--- config.mk ---
export PLATFORM = sky130hd
export DESIGN_NAME = mcu_wdog_supervisor
export DESIGN_NICKNAME = d
export VERILOG_FILES = /design/src/rtl/wdog_pkg.sv /design/src/rtl/wdog_edge_qual.sv /design/src/rtl/wdog_mid_filter.sv /design/src/rtl/wdog_seq_fsm.sv /design/src/rtl/mcu_wdog_supervisor.sv
export SDC_FILE = /design/constraint.sdc
export NUM_CORES = 1
export LEC_CHECK = 0
export BUFFER_PORTS_ARGS = -buffer_cell sky130_fd_sc_hd__buf_2
export CAP_MARGIN = 10
export CORE_MARGIN = 1
export CORE_UTILIZATION = 59
export CTS_BUF_LIST = sky130_fd_sc_hd__clkbuf_2 sky130_fd_sc_hd__clkbuf_4 sky130_fd_sc_hd__clkbuf_8
export DETAILED_ROUTE_END_ITERATION = 8
export PLACE_DENSITY = 0.85
export SETUP_SLACK_MARGIN = 0.2
export SLEW_MARGIN = 20
export SYNTH_ARGS = -nofsm -noshare
export SYNTH_HDL_FRONTEND = slang
export SYNTH_SLANG_ARGS = --single-unit
export TNS_END_PERCENT = 20
--- constraint.sdc ---
create_clock -name clk -period 5.4 [get_ports clk]
set_input_delay 0.27 -clock clk [delete_from_list [all_inputs] [get_ports clk]]
set_output_delay 0.27 -clock clk [all_outputs]
set_load 0.05 [all_outputs]
--- src/rtl/wdog_pkg.sv ---
// Shared types for the watchdog supervisor.
// Assumes: nothing beyond IEEE 1800-2017.
package wdog_pkg;
    typedef enum logic [2:0] {
        WS_IDLE   = 3'd0,
        WS_IGNORE = 3'd1,
        WS_ARMED  = 3'd2,
        WS_FAULT  = 3'd3,
        WS_OFF    = 3'd4
    } wdog_state_e;
endpackage

--- src/rtl/wdog_edge_qual.sv ---
// Service pulse qualifier: emits a one-cycle kick when a falling edge of
// svc_i followed a high phase of at least MIN_TICKS ticks and the low phase
// has since lasted MIN_TICKS ticks. Only edges seen while arm_i is 1 count.
// Assumes: svc_i already synchronous to clk.
module wdog_edge_qual #(
    parameter int MIN_TICKS = 1
) (
    input  logic clk,
    input  logic rst_n,
    input  logic tick_i,
    input  logic arm_i,
    input  logic svc_i,
    output logic kick_o
);
    localparam int CW = $clog2(MIN_TICKS + 1);

    logic          lvl_q;
    logic [CW-1:0] run_q;
    logic          hi_ok_q;
    logic          long_enough;

    assign long_enough = (run_q >= CW'(MIN_TICKS));
    assign kick_o      = arm_i && hi_ok_q && !lvl_q && long_enough;

    // Track the level, its saturating age in ticks, and a valid high phase.
    always_ff @(posedge clk) begin
        if (!rst_n) begin
            lvl_q   <= 1'b0;
            run_q   <= '0;
            hi_ok_q <= 1'b0;
        end else if (svc_i != lvl_q) begin
            lvl_q   <= svc_i;
            run_q   <= tick_i ? CW'(1) : '0;
            hi_ok_q <= arm_i && lvl_q && long_enough;
        end else begin
            if (tick_i && !long_enough) run_q <= run_q + 1'b1;
            if (kick_o || !arm_i) hi_ok_q <= 1'b0;
        end
    end

    // each qualified edge yields a single kick
    p_kick_one_shot_r5: assert property (@(posedge clk) disable iff (!rst_n)
        kick_o |=> !kick_o);
endmodule

--- src/rtl/wdog_mid_filter.sv ---
// Mid-level disable filter: off_o rises after mid_i has been 1 for
// FILT_TICKS consecutive ticks and clears on the first cycle mid_i is 0.
// Assumes: mid_i already synchronous to clk.
module wdog_mid_filter #(
    parameter int FILT_TICKS = 500
) (
    input  logic clk,
    input  logic rst_n,
    input  logic tick_i,
    input  logic mid_i,
    output logic off_o
);
    localparam int CW = $clog2(FILT_TICKS + 1);

    logic [CW-1:0] cnt_q;

    // Count consecutive ticks of the mid-level indication.
    always_ff @(posedge clk) begin
        if (!rst_n) begin
            cnt_q <= '0;
            off_o <= 1'b0;
        end else if (!mid_i) begin
            cnt_q <= '0;
            off_o <= 1'b0;
        end else if (tick_i && !off_o) begin
            if (cnt_q == CW'(FILT_TICKS - 1)) off_o <= 1'b1;
            else                              cnt_q <= cnt_q + 1'b1;
        end
    end

    // disable only after a full filter run
    p_off_full_run_r8: assert property (@(posedge clk) disable iff (!rst_n)
        $rose(off_o) |-> ($past(cnt_q) == CW'(FILT_TICKS - 1) && $past(mid_i)));
    // removal of the indication clears the disable
    p_off_clears_r9: assert property (@(posedge clk) disable iff (!rst_n)
        !mid_i |=> !off_o);
endmodule

--- src/rtl/wdog_seq_fsm.sv ---
// Watchdog sequencer: idle until release, then ignore window, trigger
// window restarted by kicks, fault pulse, and back to the ignore window.
// Release loss aborts to idle; the filter's off flag parks it in OFF.
// Assumes: kick_i comes from wdog_edge_qual armed by arm_o.
module wdog_seq_fsm
    import wdog_pkg::*;
#(
    parameter int IGN_TICKS  = 16000,
    parameter int TRIG_TICKS = 96000,
    parameter int LOW_TICKS  = 8000
) (
    input  logic clk,
    input  logic rst_n,
    input  logic tick_i,
    input  logic rel_i,
    input  logic off_i,
    input  logic kick_i,
    output logic arm_o,
    output logic fault_o
);
    localparam int MAXT = (IGN_TICKS > TRIG_TICKS)
                        ? ((IGN_TICKS > LOW_TICKS) ? IGN_TICKS : LOW_TICKS)
                        : ((TRIG_TICKS > LOW_TICKS) ? TRIG_TICKS : LOW_TICKS);
    localparam int CW = $clog2(MAXT + 1);

    wdog_state_e   st_q;
    logic [CW-1:0] cnt_q;

    assign arm_o   = (st_q == WS_ARMED);
    assign fault_o = (st_q == WS_FAULT);

    // Advance the sequence; release loss first, then disable, then timers.
    always_ff @(posedge clk) begin
        if (!rst_n) begin
            st_q  <= WS_IDLE;
            cnt_q <= '0;
        end else if (!rel_i) begin
            st_q  <= WS_IDLE;
            cnt_q <= '0;
        end else if (off_i) begin
            st_q  <= WS_OFF;
            cnt_q <= '0;
        end else begin
            case (st_q)
                WS_IGNORE: if (tick_i) begin
                    if (cnt_q == CW'(IGN_TICKS - 1)) begin
                        st_q  <= WS_ARMED;
                        cnt_q <= '0;
                    end else cnt_q <= cnt_q + 1'b1;
                end
                WS_ARMED: if (kick_i) begin
                    cnt_q <= '0;
                end else if (tick_i) begin
                    if (cnt_q == CW'(TRIG_TICKS - 1)) begin
                        st_q  <= WS_FAULT;
                        cnt_q <= '0;
                    end else cnt_q <= cnt_q + 1'b1;
                end
                WS_FAULT: if (tick_i) begin
                    if (cnt_q == CW'(LOW_TICKS - 1)) begin
                        st_q  <= WS_IGNORE;
                        cnt_q <= '0;
                    end else cnt_q <= cnt_q + 1'b1;
                end
                default: begin
                    st_q  <= WS_IGNORE;
                    cnt_q <= '0;
                end
            endcase
        end
    end

    // release loss returns the sequence to idle
    p_idle_on_loss_r7: assert property (@(posedge clk) disable iff (!rst_n)
        !rel_i |=> (st_q == WS_IDLE));
    // ignore window ends only after its full count on a tick
    p_ignore_len_r2: assert property (@(posedge clk) disable iff (!rst_n)
        (st_q == WS_ARMED && $past(st_q) == WS_IGNORE)
            |-> ($past(cnt_q) == CW'(IGN_TICKS - 1) && $past(tick_i)));
    // fault only after a full trigger window without a kick
    p_fault_entry_r2: assert property (@(posedge clk) disable iff (!rst_n)
        (st_q == WS_FAULT && $past(st_q) == WS_ARMED)
            |-> ($past(cnt_q) == CW'(TRIG_TICKS - 1) && !$past(kick_i)));
    // fault pulse ends after its full count
    p_fault_len_r3: assert property (@(posedge clk) disable iff (!rst_n)
        (st_q == WS_IGNORE && $past(st_q) == WS_FAULT)
            |-> ($past(cnt_q) == CW'(LOW_TICKS - 1)));
    // the OFF state is entered only on the filter's request
    p_off_follows_filter_r8: assert property (@(posedge clk) disable iff (!rst_n)
        (st_q == WS_OFF) |-> $past(off_i));
endmodule

--- src/rtl/mcu_wdog_supervisor.sv ---
// Top of the watchdog supervisor: qualifier, mid-level filter and
// sequencer, with the fault pulse merged into the release signal on one
// active-low output. Assumes all inputs are synchronous to clk.
module mcu_wdog_supervisor #(
    parameter int MIN_TICKS  = 1,
    parameter int FILT_TICKS = 500,
    parameter int IGN_TICKS  = 16000,
    parameter int TRIG_TICKS = 96000,
    parameter int LOW_TICKS  = 8000
) (
    input  logic clk,
    input  logic rst_n,
    input  logic tick_i,
    input  logic rel_i,
    input  logic svc_i,
    input  logic mid_i,
    output logic sup_n_o
);
    logic kick;
    logic arm;
    logic off;
    logic fault;

    wdog_edge_qual #(.MIN_TICKS(MIN_TICKS)) u_qual (
        .clk(clk), .rst_n(rst_n), .tick_i(tick_i),
        .arm_i(arm), .svc_i(svc_i), .kick_o(kick)
    );

    wdog_mid_filter #(.FILT_TICKS(FILT_TICKS)) u_filt (
        .clk(clk), .rst_n(rst_n), .tick_i(tick_i),
        .mid_i(mid_i), .off_o(off)
    );

    wdog_seq_fsm #(
        .IGN_TICKS(IGN_TICKS), .TRIG_TICKS(TRIG_TICKS), .LOW_TICKS(LOW_TICKS)
    ) u_seq (
        .clk(clk), .rst_n(rst_n), .tick_i(tick_i), .rel_i(rel_i),
        .off_i(off), .kick_i(kick), .arm_o(arm), .fault_o(fault)
    );

    // Either the reset source or the fault pulse pulls the output low.
    assign sup_n_o = rel_i && !fault;

    // output low whenever the reset source is active
    p_low_in_reset_r1: assert property (@(posedge clk) disable iff (!rst_n)
        !rel_i |-> !sup_n_o);
endmodule

Yosys cells after proc, flatten, opt, wreduce, memory -nomap -nowiden
Cells that the tools add are included.

word-level totals
  output and inout bits = 1
  word-level logic and storage cells = 84
  flip-flop bits (word level) = 33
  input port bits = 6

cells by class
  reductions and logical operators = 24
  add/subtract/negate cells = 3
  mux-type cells = 22
  bitwise gates (word level) = 3
  $lt $le $gt $ge = 1
  equal/unequal tests = 23

operators by type and width
  operator               count
  $mux 17                7
  $pmux 17 s3            1
  $mux 3                 8
  $add 17x1->17 const B  1
  $eq 17x13->1 const B   1
  $eq 17x14->1 const B   1
  $eq 17x17->1 const B   1
  $reduce_and 7->1       2
  $ne 3x2->1 const B     4
  $add 9x1->9 const B    1
  $eq 9x9->1 const B     1
  $pmux 3 s3             1
  $logic_and 1x1->1      8
  $ne 2x2->1 const B     4
  $reduce_and 2->1       4
  $eq 3x2->1 const B     2
  $ne 2x1->1 const B     3
  $ne 3x1->1 const B     2
  $ne 3x3->1 const B     2
  $logic_not 1->1        5
  $mux 1                 5
  $reduce_bool 2->1      2
  $eq 3x1->1 const B     1
  $not 1->1              3
  6 further kinds        6

Longest topological paths before layout
Gate-level depths: netlist of the first run.

  depth after elaboration = 7
  depth in mapped cells = 8
  gate-level depth less buffers = 7

Modules after synthesis
A second synthesis of the first run with hierarchy kept.

second synthesis, totals
  cells, all modules = 200
  area total of the unflattened synthesis = 1761.7 um^2

modules (own cells, without submodules)
  module               sequential area each (um^2)  area each (um^2)  cells each  times used
  wdog_seq_fsm         400.4                        1098.6            129         1
  wdog_mid_filter      200.2                        514.2             57          1
  wdog_edge_qual       60.1                         135.1             13          1
  mcu_wdog_supervisor  0.0                          13.8              1           1

Worst setup path before layout of the first run
No wires, ideal clock.

  path type = reg-to-reg
  start point = register u_seq.cnt_q[0]
  end point = register u_seq.cnt_q[11]
  setup time = 0.115 ns
  stages on the path, launching flop included = 9
  arrival = 2.030 ns
  period minus slack after synthesis = 2.145 ns
  required time = 5.285 ns
  path slack = 3.255 ns
  buffers on the path = 1
  cell sequence = dfxtp_1 -> ha_1 -> nand2_2 -> or4b_4 -> o311ai_2 -> nand3_2 -> o21bai_2 -> buf_6 -> nor2_1

between the ends
  cells in the longest elaborated chain, start to end = 5
  elaborated cells on any way between the ends = 12
  classes of those cells = 1 x add/sub; 3 x eq/ne; 8 x mux

ends and longest elaborated chain
  item                                           line                text
  from (decl)                                    wdog_seq_fsm.sv:27  logic [CW-1:0] cnt_q;
  from (signal assigned)                         wdog_seq_fsm.sv:49  end else cnt_q <= cnt_q + 1'b1;
  from (signal assigned)                         wdog_seq_fsm.sv:57  end else cnt_q <= cnt_q + 1'b1;
  from (signal assigned)                         wdog_seq_fsm.sv:63  end else cnt_q <= cnt_q + 1'b1;
  $add 17x1->17 or $eq 17x17->1 (tied branches)  n/a
  $mux 17                                        wdog_seq_fsm.sv:54  if (cnt_q == CW'(TRIG_TICKS - 1)) begin
  $mux 17                                        wdog_seq_fsm.sv:53  end else if (tick_i) begin
  $mux 17                                        wdog_seq_fsm.sv:51  WS_ARMED: if (kick_i) begin
  $pmux 17 s3 (*)                                wdog_seq_fsm.sv:44  case (st_q)

Every way passes the cells marked *; elsewhere a longest branch is shown, timed or not. The select of a mux whose other input is x is not followed.
A chain may end at the register's enable or synchronous reset.

Worst setup path in the final report of the first run
  start point = register u_seq.cnt_q[0]
  end point = register u_seq.cnt_q[14]

Same word-level chain as after synthesis.

==> out/summary.txt, run 1 <==
status: completed
CP endpoint kind: register
Post-Route WL: 3330 um
placement row count: 18
die span in x: 55.0 um
per-cell routed wire length: 14.2 um
TritonCTS Buffers: 5
clock skew: 0.0173 ns
vias after detailed routing: 1444
Synthesized Nets: 205
Final nets: 212
Final Hold Violating Endpoints: 0
Mapped Cells: 197
total negative slack: 0 ns
synthesized area per cell: 8.42 sq um
initial drt markers: 52
RSZ-0062 raised after global routing: no
post-synth cell types: 44
core region area: 2570 sq um
setup violators final: 0
CP max stage cell: or4b_4
CP Max Fanout: 11
Vert. Die Dim: 55.0 um
CTS H-tree depth: 2
Hold Buf Count CTS: 0
area growth from synthesis to layout: 7.09%
post-route ant nets: 0
Synth Warn #: 0
Post-synth EDFFs: 0
WP data required: 5.61 ns
vias per inst: 6.14
Placed Area: 1690 sq um
CP Class: reg -> reg
Starting Density: 64.6%
Crit path arrival time: 2.84 ns
Final min period: 2.63 ns
setup ws final: 2.77 ns
number of global-route vias before repair: 1175
pin count of the biggest net entering global routing: 12
Power Dens Cells: 265 nW/um^2
fillers: 194
Design Area, Final: 1780 sq um
CP Cell Sequence: ha_1 -> nand2_2 -> or4b_4 -> o311ai_2 -> nand3_2 -> o21bai_2 -> nor2_1
Congestion Overflow GR: 0
kind of cell adding the most delay to the critical path: simple AND/OR/NAND/NOR gates
leakage power: 0.622 nW
commonest non-fill, non-tap cells in the layout: dfxtp_1 (33), nor2_1 (30), nand2_1 (19)
final core occ: 69.2%
Boundary Pins: 7
sequential area share after synthesis: 39.8%
CP startpoint kind: register
MaxCap Viol Count: 0
Post-route DRC: 0
Worst-Margin Slew: 0.505 ns
Slew Viols, Final: 0
Worst-Skew Late Latency: 0.35 ns
share of cells above drive strength 1: 10.2%
Worst Path Buf+Inv: 0
TritonCTS clock tree: built
Placement Setup Slack: 2.82 ns
crit share post-route: 48.6%
Die ar.: 3030 sq um
Mapped Area: 1660 sq um
flop and latch count out of synthesis: 33
all-layer global routing usage: 24.1%
routability congestion estimate: 0.947
root buffer cell: clkbuf_4
PostCTS Resize Cnt: 0
worst vdd ir: 0.000272 V
Max Clk Rate: 381 MHz
post-CTS setup buffer count: 0
Placed Cells: 227
IO Port Bufs: 6
Diodes inserted: 0
worst hold-check path type: in -> reg
iteration count of the initial detailed-routing pass: 4
Hold WS: 0.171 ns
Clock Tree Buf Depth: 2
CTS Sinks: 33
Crit path largest cell delay: 0.52 ns
Design Power: 470 uW
Slew Limit Headroom: 66.3%
DP Wirelength: 2430 um
FFs w/ async S/R, synth: 0%
most common cell after layout, fill and taps aside: dfxtp_1
ys flop type: dfxtp_1
first-pass GRT wire length: 4970 um
clock transition at the registers of the reported paths: 0.11 ns
initial antenna violation count: 0
fin cells: 235
## flip-flops by register name (all words and copies together) (netlist names)
| signal | count |
|---|---|
| u_filt.cnt_q | 9 |
| u_filt.off_o | 1 |
| u_qual.hi_ok_q | 1 |
| u_qual.lvl_q | 1 |
| u_qual.run_q | 1 |
| u_seq.cnt_q | 17 |
| u_seq.st_q | 3 |
## worst reg2reg max path, cell delays in order (launching register included)
cell and delay, ns:
dfxtp_1 0.43, ha_1 0.34, nand2_2 0.12, or4b_4 0.52, o311ai_2 0.40, nand3_2 0.14, o21bai_2 0.44, nor2_1 0.11
## path summary, 6_finish.rpt
kind                                                  start                           end  slack, ns  cells after the start
worst max-delay path            u_seq.cnt_q[0]$_SDFFE_PP0P_  u_seq.cnt_q[14]$_SDFFE_PP0P_       2.77                      7
worst min-delay path                                  svc_i     u_qual.lvl_q$_SDFFE_PN0N_       0.17                      2
worst max register to register  u_seq.cnt_q[0]$_SDFFE_PP0P_  u_seq.cnt_q[14]$_SDFFE_PP0P_       2.77                      7
worst min register to register  u_qual.hi_ok_q$_SDFFE_PN0P_   u_qual.hi_ok_q$_SDFFE_PN0P_       0.47                      2
## final cells by class
type	count	area, sq um	area share [%]
Clock buffer	7	58.8	3.31
Clock inverter	1	30.0	1.69
Inverter	2	7.51	0.423
Multi-Input combinational cell	156	951	53.6
Sequential cell	33	661	37.2
Tap cell	30	37.5	2.11
Timing Repair Buffer	6	30.0	1.69
## synthesized netlist by cell type, types with 2 or more instances
cell type  instances  area (sq um)
nand4_1            8          50.1
a31oi_1            2          12.5
nand3_1           12          60.1
inv_1              2          7.51
and2_1             4          25.0
xor2_1            13           114
xnor2_1            5          43.8
nor2b_1            2          12.5
dfxtp_1           33           661
o21ai_0            5          25.0
nor2_1            30           113
nor3b_1            3          22.5
and3_1             7          43.8
clkbuf_1           3          11.3
nand2_1           19          71.3
buf_6              2          22.5
or3_1              2          12.5
mux2i_1            2          20.0
nor3_1             6          30.0
ha_1               2          25.0
a21oi_1            8          40.0
nand3b_1           5          37.5
## where the power goes
part           switching (mW)  total (mW)  internal (mW)
registers             0.00257       0.248          0.245
clock network          0.0852       0.201          0.116
logic                  0.0138      0.0216        0.00779
total                   0.102       0.470          0.369
## kinds of logic after synthesis
logic type,Yosys count,synth area share [%]
fa+ha+maj,2,1.51
compound gates,27,11.6
xor+xnor,18,9.51
flops,33,39.8
mux,2,1.21
simple gates,107,33.5
buf+inv,8,2.79
## per-layer routing
layer / part of all wire (%) / vias to the layer above / GRT usage [%]
li1: - / 718 / -
met1: 47 / 649 / 29.3
met2: 43 / 67 / 36.5
met3: 7.6 / 10 / 6.28
met4: 2.2 / 0 / 17.1
met5: 0 / - / 0
Power figures use the tool's default switching activity.
==> run 2, diff against run 1 <==
--- a/config.mk
+++ b/config.mk
@@ -8,7 +8,7 @@
 export BUFFER_PORTS_ARGS = -buffer_cell sky130_fd_sc_hd__buf_2
 export CAP_MARGIN = 10
 export CORE_MARGIN = 1
-export CORE_UTILIZATION = 59
+export CORE_UTILIZATION = 57
 export CTS_BUF_LIST = sky130_fd_sc_hd__clkbuf_2 sky130_fd_sc_hd__clkbuf_4 sky130_fd_sc_hd__clkbuf_8
 export DETAILED_ROUTE_END_ITERATION = 8
 export PLACE_DENSITY = 0.85
==> constraint.sdc (replaced) <==
create_clock -name clk -period 2.15 [get_ports clk]
set_input_delay 0.1075 -clock clk [delete_from_list [all_inputs] [get_ports clk]]
set_output_delay 0.1075 -clock clk [all_outputs]
set_load 0.05 [all_outputs]
==> run 2 against run 1 <==
- sequential share of layout area decreased by 2.2 points
- die area increased by 3.4%
- worst hold slack got worse by 0.15 ns
- highest routed layer unchanged
- combinational power increased to 2.9 times the previous value
- via count increased by 3.3%
- first-iteration DRC count increased by 92%
- critical path depth unchanged
- total power increased to 2.5 times the previous value
- critical endpoint is now u_seq.cnt_q[10]$_SDFFE_PP0P_
- largest cell class unchanged
==> out/summary.txt, run 2 (synthesis results as in run 1) <==
post-route ant nets: 0 (unchanged)
Placed Area: 1740 sq um (+2.9%)
combined area of the multi-input logic cells: 1000 sq um (+5.5%)
Worst-Skew Late Latency: 0.33 ns (-0.02 ns)
internal power: 929 uW (+150%)
Placed Cells: 231 (+1.8%)
CTS H-tree depth: 2 (unchanged)
placement row count: 19 (+1)
FF+latch area: 668 sq um (+1.1%)
Power Dens Cells: 619 nW/um^2 (+130%)
total negative slack: 0 ns (unchanged)
Die ar.: 3130 sq um (+3.4%)
CTS Sinks: 33 (unchanged)
fillers: 212 (+9.3%)
TritonCTS Buffers: 5 (unchanged)
combinational power share: 5.3% (+0.7 points)
initial antenna violation count: 0 (unchanged)
CP Class: reg -> reg
Clock Tree Buf Depth: 2 (unchanged)
Design Area, Final: 1910 sq um (+7.5%)
vias per inst: 6.09 (-0.96%)
Max Clk Rate: 492 MHz (+29%)
switching part of the total: 21.4% (-0.17 points)
IO Port Bufs: 6 (unchanged)
CP max stage cell: or4_4
kind of cell adding the most delay to the critical path: simple AND/OR/NAND/NOR gates
worst vdd ir: 0.000518 V (+90%)
share of cells above drive strength 1: 17.8% (+7.5 points)
all-layer global routing usage: 24.9% (+0.82 points)
Slew Limit Headroom: 64.1% (-2.2 points)
MaxCap Viol Count: 0 (unchanged)
Congestion Overflow GR: 0 (unchanged)
Crit path arrival time: 2.26 ns (-0.58 ns)
reg2reg path depth: 7 (unchanged)
CP Max Fanout: 6 (-5)
setup violators final: 0 (unchanged)
share of power burned in registers: 52.5% (-0.2 points)
CP startpoint kind: register
Slew Viols, Final: 0 (unchanged)
Boundary Pins: 7 (unchanged)
power share of the clock group: 42.1% (-0.6 points)
CP endpoint kind: register
Design Power: 1.18 mW (+150%)
Final Hold Violating Endpoints: 0 (unchanged)
Worst Path Buf+Inv: 1 (+1)
Placement Setup Slack: 0.0740 ns (-2.74 ns)
Biggest register: u_seq.cnt_q
Vert. Die Dim: 55.9 um (+1.7%)
pin count of the biggest net entering global routing: 11 (-1)
Starting Density: 60.1% (-4.5 points)
crit share post-route: 94.6% (+46 points)
Final nets: 221 (+4.2%)
vias after detailed routing: 1491 (+3.3%)
CP Cell Sequence: or3_1 -> or4_4 -> o21bai_2 -> nand3_2 -> o21bai_4 -> buf_6 -> nor3_1
TritonCTS clock tree: built
WP data required: 2.37 ns (-3.24 ns)
Post-Route WL: 3740 um (+12%)
max reg flops: 17 (unchanged)
number of global-route vias before repair: 1393 (+19%)
NetSw: 253 uW (+150%)
Worst-Margin Slew: 0.537 ns (+0.0321 ns)
Diodes inserted: 0 (unchanged)
root buffer cell: clkbuf_4
commonest non-fill, non-tap cells in the layout: dfxtp_1 (31), nor2_1 (28), nand2_1 (19)
RSZ-0062 raised after global routing: yes
per-cell routed wire length: 15.3 um (+7.9%)
Crit path largest cell delay: 0.45 ns (-0.07 ns)
setup ws final: 0.116 ns (-2.66 ns)
first-pass GRT wire length: 6110 um (+23%)
Post-route DRC: 0 (unchanged)
clock skew: 0.0116 ns (-0.00570 ns)
fin cells: 245 (+4.3%)
core region area: 2760 sq um (+7.4%)
Largest regs: u_seq.cnt_q: 17 flops, u_filt.cnt_q: 9 flops, u_seq.st_q: 3 flops
die span in x: 55.9 um (+1.7%)
Final min period: 2.03 ns (-0.591 ns)
hold depth: 2 (unchanged)
CP Depth: 7 (unchanged)
worst hold-check path type: in -> reg
routability congestion estimate: 0.946 (-0.15%)
most common cell after layout, fill and taps aside: dfxtp_1
DP Wirelength: 2520 um (+3.8%)
iteration count of the initial detailed-routing pass: 4 (unchanged)
clock transition at the registers of the reported paths: 0.11 ns (about the same)
leakage power: 0.688 nW (+11%)
initial drt markers: 100 (+92%)
status: completed
area growth from synthesis to layout: 15.1%
## run 2: changes by cell type in the layout (fill, tap and decap cells not counted), moves of 2 or more
cell     delta
nor2_2      +2
buf_4       +8
dfxtp_4     +2
dfxtp_1     -2
nor2_1      -2
## run 2: worst paths after layout
kind	startpoint	to	slack [ns]
min	svc_i	u_qual.lvl_q$_SDFFE_PN0N_	0.02
max reg2reg	u_seq.cnt_q[7]$_SDFFE_PP0P_	u_seq.cnt_q[10]$_SDFFE_PP0P_	0.12
min reg2reg	u_qual.hi_ok_q$_SDFFE_PN0P_	u_qual.hi_ok_q$_SDFFE_PN0P_	0.46
max	u_seq.cnt_q[7]$_SDFFE_PP0P_	u_seq.cnt_q[10]$_SDFFE_PP0P_	0.12
## run 2: power by group through the flow
| stage | Combinational, mW | Clock [mW] | Sequential [mW] |
|---|---|---|---|
| finish | 0.0629 | 0.498 | 0.621 |
| global route | 0.0682 | 0.515 | 0.622 |
| CTS | 0.0610 | 0.501 | 0.621 |
| detailed placement | 0.0554 | 0 | 0.637 |
| global placement | 0.0524 | 0 | 0.636 |
| floorplan | 0.0451 | 0 | 0.634 |
## run 2: worst register-to-register path, cell delays in order, from the launching register on
cell and delay, ns:
dfxtp_1 0.35, or3_1 0.40, or4_4 0.45, o21bai_2 0.23, nand3_2 0.13, o21bai_4 0.16, buf_6 0.15, nor3_1 0.06
## run 2: final cells by class
type                       count  share of cell area [%]
clock buffer                   7                    3.08
clock inverter                 1                    1.57
inverter                       2                   0.393
multi-input combinational    156                    52.6
sequential                    33                    35.0
tap                           31                    2.03
timing repair buffer          15                    5.31
## run 2: repair_timing
item,CTS,global route
pin swaps,1,1
buffers inserted,5,0
endpoints found under the setup margin,15,18
gates resized for setup,8,3
hold buffers,0,0
gates cloned,1,0
## run 2: metrics by stage
step                hold slack [ns]  utilization [%]
floorplan                     0.224                -
global placement              0.343             62.9
detailed placement            0.357             62.9
CTS                         0.00806             68.8
global route                 0.0195             69.2
finish                       0.0163             69.2
## run 2: routing by layer
layer | share of wire, % | track usage [%] | wire, um
met1 | 43 | 29.3 | 1620
met2 | 52 | 46.0 | 1930
met3 | 2.9 | 4.19 | 110
met4 | 1.9 | 7.67 | 72
met5 | 0 | 0 | 0
